[config.mk]
export PLATFORM = sky130hd
export DESIGN_NAME = wide_cmp_timer
export DESIGN_NICKNAME = d
export VERILOG_FILES = /design/src/rtl/wct_pkg.sv /design/src/rtl/wct_counter.sv /design/src/rtl/wct_compare.sv /design/src/rtl/wct_readback.sv /design/src/rtl/wide_cmp_timer.sv
export SDC_FILE = /design/constraint.sdc
export NUM_CORES = 1
export LEC_CHECK = 0
export BUFFER_PORTS_ARGS = -buffer_cell sky130_fd_sc_hd__clkbuf_2
export CAP_MARGIN = 10
export CORE_ASPECT_RATIO = 0.75
export CORE_UTILIZATION = 55
export CTS_BUF_LIST = sky130_fd_sc_hd__clkbuf_16
export DETAILED_ROUTE_END_ITERATION = 6
export GPL_TIMING_DRIVEN = 0
export PLACE_DENSITY_LB_ADDON = 0.08
export REMOVE_ABC_BUFFERS = 1
export SLEW_MARGIN = 20
export SYNTH_ARGS = -nofsm -noshare
export SYNTH_HDL_FRONTEND = slang
export SYNTH_SLANG_ARGS = --single-unit
[constraint.sdc]
create_clock -name clk -period 3.9 [get_ports clk]
set_input_delay 0.195 -clock clk [delete_from_list [all_inputs] [get_ports clk]]
set_output_delay 0.195 -clock clk [all_outputs]
set_load 0.1 [all_outputs]
[src/rtl/wct_pkg.sv]
package wct_pkg;

  // Byte offsets of the register port (software decodes these)
  localparam int OFF_CNT  = 'h00;  // count words at OFF_CNT + 4*i
  localparam int OFF_CTRL = 'h08;
  localparam int OFF_STAT = 'h0C;
  localparam int OFF_CMP  = 'h10;  // compare words at OFF_CMP + 4*i
  localparam int OFF_INC  = 'h18;

  localparam int CTRL_W = 4;

  // Bit order is visible to software: run is bit 0, auto_inc bit 3
  typedef struct packed {
    logic auto_inc;
    logic irq_en;
    logic cmp_en;
    logic run;
  } ctrl_t;

endpackage

[src/rtl/wct_counter.sv]
module wct_counter #(
  parameter  int DATA_W = 32,
  parameter  int NWORDS = 2,
  localparam int CNT_W  = DATA_W * NWORDS
) (
  input  logic              clk,
  input  logic              rst,
  input  logic              run,
  input  logic [NWORDS-1:0] load,
  input  logic [DATA_W-1:0] wdata,
  output logic [CNT_W-1:0]  count
);

  logic [CNT_W-1:0] count_nxt;

  always_comb begin
    count_nxt = count;
    if (run) begin
      count_nxt = count + CNT_W'(1);
    end else begin
      for (int i = 0; i < NWORDS; i++) begin
        if (load[i]) count_nxt[i*DATA_W +: DATA_W] = wdata;
      end
    end
  end

  always_ff @(posedge clk) begin
    if (rst) count <= '0;
    else     count <= count_nxt;
  end

endmodule

[src/rtl/wct_compare.sv]
module wct_compare #(
  parameter  int DATA_W = 32,
  parameter  int NWORDS = 2,
  localparam int CNT_W  = DATA_W * NWORDS
) (
  input  logic              clk,
  input  logic              rst,
  input  logic              cmp_en,
  input  logic              auto_inc,
  input  logic [CNT_W-1:0]  count,
  input  logic [NWORDS-1:0] cmp_load,
  input  logic              inc_load,
  input  logic              stat_wr,
  input  logic [DATA_W-1:0] wdata,
  output logic [CNT_W-1:0]  cmp,
  output logic [DATA_W-1:0] step,
  output logic              evt,
  output logic              evt_nxt
);

  logic             match;
  logic [CNT_W-1:0] cmp_nxt;
  logic [CNT_W-1:0] step_ext;

  assign step_ext = {{(CNT_W-DATA_W){1'b0}}, step};
  assign match    = cmp_en && (count >= cmp);

  // Software word write wins over the auto-increment in the same cycle
  always_comb begin
    cmp_nxt = cmp;
    if (|cmp_load) begin
      for (int i = 0; i < NWORDS; i++) begin
        if (cmp_load[i]) cmp_nxt[i*DATA_W +: DATA_W] = wdata;
      end
    end else if (match && auto_inc) begin
      cmp_nxt = cmp + step_ext;
    end
  end

  // A live match overrides a write-one-to-clear
  always_comb begin
    evt_nxt = evt;
    if (match)                   evt_nxt = 1'b1;
    else if (stat_wr && wdata[0]) evt_nxt = 1'b0;
  end

  always_ff @(posedge clk) begin
    if (rst) begin
      cmp  <= '0;
      step <= '0;
      evt  <= 1'b0;
    end else begin
      cmp <= cmp_nxt;
      evt <= evt_nxt;
      if (inc_load) step <= wdata;
    end
  end

endmodule

[src/rtl/wct_readback.sv]
module wct_readback
  import wct_pkg::*;
#(
  parameter  int DATA_W = 32,
  parameter  int NWORDS = 2,
  parameter  int ADDR_W = 5,
  localparam int CNT_W  = DATA_W * NWORDS
) (
  input  logic              clk,
  input  logic              rst,
  input  logic              rd_en,
  input  logic [ADDR_W-1:0] addr,
  input  logic [CNT_W-1:0]  count,
  input  logic [CNT_W-1:0]  cmp,
  input  logic [DATA_W-1:0] step,
  input  ctrl_t             ctrl,
  input  logic              evt,
  output logic [DATA_W-1:0] rdata
);

  logic [DATA_W-1:0] word;

  always_comb begin
    word = '0;
    for (int i = 0; i < NWORDS; i++) begin
      if (addr == ADDR_W'(OFF_CNT + 4*i)) word = count[i*DATA_W +: DATA_W];
      if (addr == ADDR_W'(OFF_CMP + 4*i)) word = cmp[i*DATA_W +: DATA_W];
    end
    if (addr == ADDR_W'(OFF_CTRL)) word = DATA_W'(ctrl);
    if (addr == ADDR_W'(OFF_STAT)) word = DATA_W'(evt);
    if (addr == ADDR_W'(OFF_INC))  word = step;
  end

  always_ff @(posedge clk) begin
    if (rst)        rdata <= '0;
    else if (rd_en) rdata <= word;
  end

endmodule

[src/rtl/wide_cmp_timer.sv]
module wide_cmp_timer
  import wct_pkg::*;
#(
  parameter int DATA_W = 32,
  parameter int NWORDS = 2,
  parameter int ADDR_W = 5
) (
  input  logic              clk,
  input  logic              rst,
  input  logic [ADDR_W-1:0] addr,
  input  logic [DATA_W-1:0] wdata,
  input  logic              wr_en,
  input  logic              rd_en,
  output logic [DATA_W-1:0] rdata,
  output logic              irq
);

  localparam int CNT_W = DATA_W * NWORDS;

  logic [NWORDS-1:0] cnt_load;
  logic [NWORDS-1:0] cmp_load;
  logic              ctrl_wr;
  logic              stat_wr;
  logic              inc_wr;
  ctrl_t             ctrl;
  ctrl_t             ctrl_nxt;
  logic [CNT_W-1:0]  count;
  logic [CNT_W-1:0]  cmp;
  logic [DATA_W-1:0] step;
  logic              evt;
  logic              evt_nxt;

  // Address decode, one strobe per word of each wide register
  for (genvar g = 0; g < NWORDS; g++) begin : g_word
    assign cnt_load[g] = wr_en && (addr == ADDR_W'(OFF_CNT + 4*g));
    assign cmp_load[g] = wr_en && (addr == ADDR_W'(OFF_CMP + 4*g));
  end

  assign ctrl_wr = wr_en && (addr == ADDR_W'(OFF_CTRL));
  assign stat_wr = wr_en && (addr == ADDR_W'(OFF_STAT));
  assign inc_wr  = wr_en && (addr == ADDR_W'(OFF_INC));

  assign ctrl_nxt = ctrl_wr ? ctrl_t'(wdata[CTRL_W-1:0]) : ctrl;

  always_ff @(posedge clk) begin
    if (rst) begin
      ctrl <= '0;
      irq  <= 1'b0;
    end else begin
      ctrl <= ctrl_nxt;
      irq  <= evt_nxt && ctrl_nxt.irq_en;
    end
  end

  wct_counter #(.DATA_W(DATA_W), .NWORDS(NWORDS)) i_counter (
    .clk   (clk),
    .rst   (rst),
    .run   (ctrl.run),
    .load  (cnt_load),
    .wdata (wdata),
    .count (count)
  );

  wct_compare #(.DATA_W(DATA_W), .NWORDS(NWORDS)) i_compare (
    .clk      (clk),
    .rst      (rst),
    .cmp_en   (ctrl.cmp_en),
    .auto_inc (ctrl.auto_inc),
    .count    (count),
    .cmp_load (cmp_load),
    .inc_load (inc_wr),
    .stat_wr  (stat_wr),
    .wdata    (wdata),
    .cmp      (cmp),
    .step     (step),
    .evt      (evt),
    .evt_nxt  (evt_nxt)
  );

  wct_readback #(.DATA_W(DATA_W), .NWORDS(NWORDS), .ADDR_W(ADDR_W)) i_readback (
    .clk   (clk),
    .rst   (rst),
    .rd_en (rd_en),
    .addr  (addr),
    .count (count),
    .cmp   (cmp),
    .step  (step),
    .ctrl  (ctrl),
    .evt   (evt),
    .rdata (rdata)
  );

endmodule

==> impl_summary.txt <==
----------------------------------------------------
[Floorplanning]
  Starting density of the core ... 56.7%
  Area inside the core boundary ... 0.0253 mm²
  Total I/O pin count ... 74
  Chip Width ... 188 µm
  Row cnt ... 50
  Floorplan die height ... 142 µm
  Die Outline Area ... 0.0267 mm²

[Synthesis]
  Distinct cell type count after synthesis ... 97
  Flip-flop and latch count after synthesis ... 198
  Synthesized area divided by synthesized cell count ... 8.10 µm²
  Share of flip-flops with an asynchronous set or reset ... 0%
  Sequential element share of the synthesized area ... 27.7%
  Share of the synthesized area in the top cell type ... 27.7%
  Number of synthesized flops with an enable pin ... 0
  Flip-flop cell with the highest count after synthesis ... dfxtp_1
  Cell area after synthesis ... 0.0143 mm²
  Post-Syn Instances ... 1770
  Yosys warning total ... 0
  Synth area leader ... dfxtp_1
  Top post-synthesis cells by area ... dfxtp_1, ha_1, a21oi_1

[Cells and area]
  Total area of sequential cells ... 0.00397 mm²
  Post-route core utilization ... 62.0%
  Final standard cell area without fillers ... 0.0157 mm²
  Fillers ... 2286
  Antenna diodes ... 0
  Share of final-layout standard cells stronger than drive strength 1 ... 13.9%
  Layout net count ... 1912
  Area growth from synthesis to layout ... 9.36%
  Area of the multi-input gates ... 0.00972 mm²

[CTS]
  Max Root-Sink Buffers ... 2
  Reg clk slew, reported paths ... 80 ps
  H-tree depth reported by CTS ... 4
  Total of hold buffers inserted after clock tree synthesis ... 0
  Clock root buffer ... clkbuf_16
  TritonCTS clock tree ... yes
  Sinks on Clock Net ... 198
  Clock buffer count from CTS ... 17
  Clock network latency to the later pin of the worst-skew pair ... 450 ps

[Place]
  Post-Place Setup Slack ... -110 ps
  DPL Wire Length ... 33700 µm
  Instance area at placement ... 0.0150 mm²
  I/O Buffers ... 73
  Routability Congestion ... 0.917

[Timing]
  Hold Violations, Final ... 0
  Pins Over Slew Limit ... 0
  Fin Clk Skew ... 15.9 ps
  Final setup vio count ... 0
  Maximum achievable frequency ... 260 MHz
  Transition time of the tightest slew-check pin ... 1020 ps
  Time the final worst path needs with I/O delays and setup ... 3850 ps
  Post-route worst setup slack ... 47.4 ps
  Share of the clock period used by the worst path ... 98.8%
  Min Hold Slack ... 12.1 ps
  Worst slew margin relative to its limit ... 32.2%

[Detailed routing]
  Sum of routed wire length over all layers ... 48700 µm
  Total via count in the routed design ... 14.0k
  Initial DRC count ... 1760
  # DRC ... 0
  1st-pass router iterations ... 5
  Post-detailed-route via-to-cell ratio ... 6.61
  Average wire length per cell after detail routing ... 23.0 µm
  Antenna viol nets, final ... 0

[Run status]
  Run status ... finished, final reports clean

[Setup path]
  WS Path Type ... reg2reg
  Data required time at the worst endpoint ... 4270 ps
  WP data arrival ... 4230 ps
  Crit start category ... register
  Crit-path max FO ... 14
  Kind of end point of the critical path ... register

[Pwr]
  Clock share of power ... 40.9%
  Power share of the combinational group ... 11.8%
  Switching power as a share of total power ... 28.7%
  Power spent charging and discharging nets ... 1260 µW
  Cell-internal power ... 3130 µW
  Power per standard cell area ... 280 mW/mm²
  Power, Total ... 4400 µW
  Worst ir drop on vdd ... 330 µV
  Sequential share of power ... 47.3%
  Static Leak ... 0.00615 µW

[GRT]
  Vias in the first global route ... 12.9k
  Global-route wire length before repair ... 75100 µm
  Total congestion overflow ... 0
  Global routing usage summed across all routing layers ... 36.5%
  Maximum number of pins on one net before global-route repair ... 93
  Initial antenna violation count ... 1

[Hold path]
  Class of the most critical hold timing path ... in2reg

[Run]
  MaxCap Viol Count ... 0

----------------------------------------------------
[critical path, cell delays in order (launching register included)]
cell,delay (ps)
dfxtp_1,440
ha_1,280
a21oi_1,270
o21ai_0,210
a221oi_2,550
o22ai_1,150
or4_1,500
o21a_4,330
a31oi_4,750
nand2_1,120
a21oi_1,160
[flip-flops by register name, indices dropped and copies added, names as in the netlist]
register,cells
i_compare.cmp,64
i_counter.count,64
i_compare.step,32
i_readback.rdata,32
ctrl,4
i_compare.evt,1
irq,1
[power groups by stage]
stage | clock network (µW) | registers [µW] | logic (µW)
detailed placement | 0 | 2130 | 502
CTS | 1810 | 2080 | 506
finish | 1800 | 2080 | 518
floorplan | 0 | 2240 | 182
global route | 1890 | 2080 | 549
global placement | 0 | 2130 | 483
[layer usage]
metal / GRT usage [%] / share of wire (%) / routed length, µm / vias to the layer above
met4: 10.7 / 2.2 / 1070 / 2
met2: 53.7 / 42 / 20500 / 732
li1: - / - / - / 6489
met5: 0 / 0.027 / 13 / -
met3: 9.42 / 11 / 5280 / 85
met1: 52.4 / 45 / 21900 / 6723
[final timing paths]
kind         slack [ps]           startpoint  cells after the start                end
min                  10             wdata[5]                      3  i_compare.step[5]
max                  50  i_counter.count[25]                     10  i_compare.cmp[14]
max reg2reg          50  i_counter.count[25]                     10  i_compare.cmp[14]
min reg2reg         480    i_compare.step[7]                      2  i_compare.step[7]
[cells in the mapped netlist (all sizes together), types with 9 or more instances]
cell type / number
nand3: 40
a311oi: 14
a211oi: 66
o211ai: 10
dfxtp: 198
inv: 78
mux2: 38
xor2: 43
a22oi: 32
nor3: 19
nand4: 41
and4: 20
mux4: 28
ha: 97
buf: 29
and3: 14
a21oi: 183
a21o: 28
a31oi: 16
o31ai: 12
mux2i: 41
clkbuf: 87
nand2: 188
a221oi: 10
nor2: 206
xnor2: 42
nand2b: 9
and2: 9
o21ai: 70
[cells by family (layout without fill, tap and decap cells)]
| logic type | count (synthesis) | after routing | synth area share (%) |
|---|---|---|---|
| simple gates | 580 | 580 | 19.2 |
| buf+inv | 195 | 207 | 5.44 |
| flops | 198 | 198 | 27.7 |
| xor+xnor | 85 | 85 | 5.19 |
| fa+ha+maj | 98 | 98 | 8.61 |
| mux | 107 | 107 | 10.2 |
| compound gates | 507 | 510 | 23.7 |
[area by class of cell]
cell class,instances,area share (%)
Timing Repair Buffer,97,4.49
Sequential cell,198,25.3
Clock inverter,14,0.854
Inverter,79,1.90
Clock buffer,17,2.71
Tap cell,338,2.70
Multi-Input combinational cell,1380,62.0
[what timing repair did]
item,4_1_cts,5_1_grt
resized for setup,3,4
hold endpoints to repair,0,0
setup endpoints to repair,17,27
pin swaps,2,2
gates cloned,2,1
setup buffers,0,3
[through the flow]
stage                     std cells  TNS (ps)
final                          2123         0
after global routing           2123     -24.0
after CTS                      2119         0
after detailed placement       2086      -906
after global placement         2065  -1072000
after floorplan                1654   -211550
[cell usage in the layout (no fill, tap or decap), types with 8 or more instances in the layout]
master,instances
nand4_1,40
and4_1,20
xnor2_1,42
mux2i_1,41
clkbuf_2,69
a311oi_1,14
and2_1,8
dfxtp_1,197
a21o_1,28
inv_1,79
xor2_1,43
a211oi_1,64
nor2_1,198
a31oi_1,14
a22oi_1,32
nand2_1,184
mux4_2,28
clkbuf_16,17
a21oi_1,179
o31ai_1,11
and3_1,11
nor3_1,18
buf_4,12
ha_1,97
o211ai_1,10
nand3_1,37
nand2b_1,9
mux2_2,38
o21ai_0,63
No activity file was read; power rests on OpenSTA's default activity.
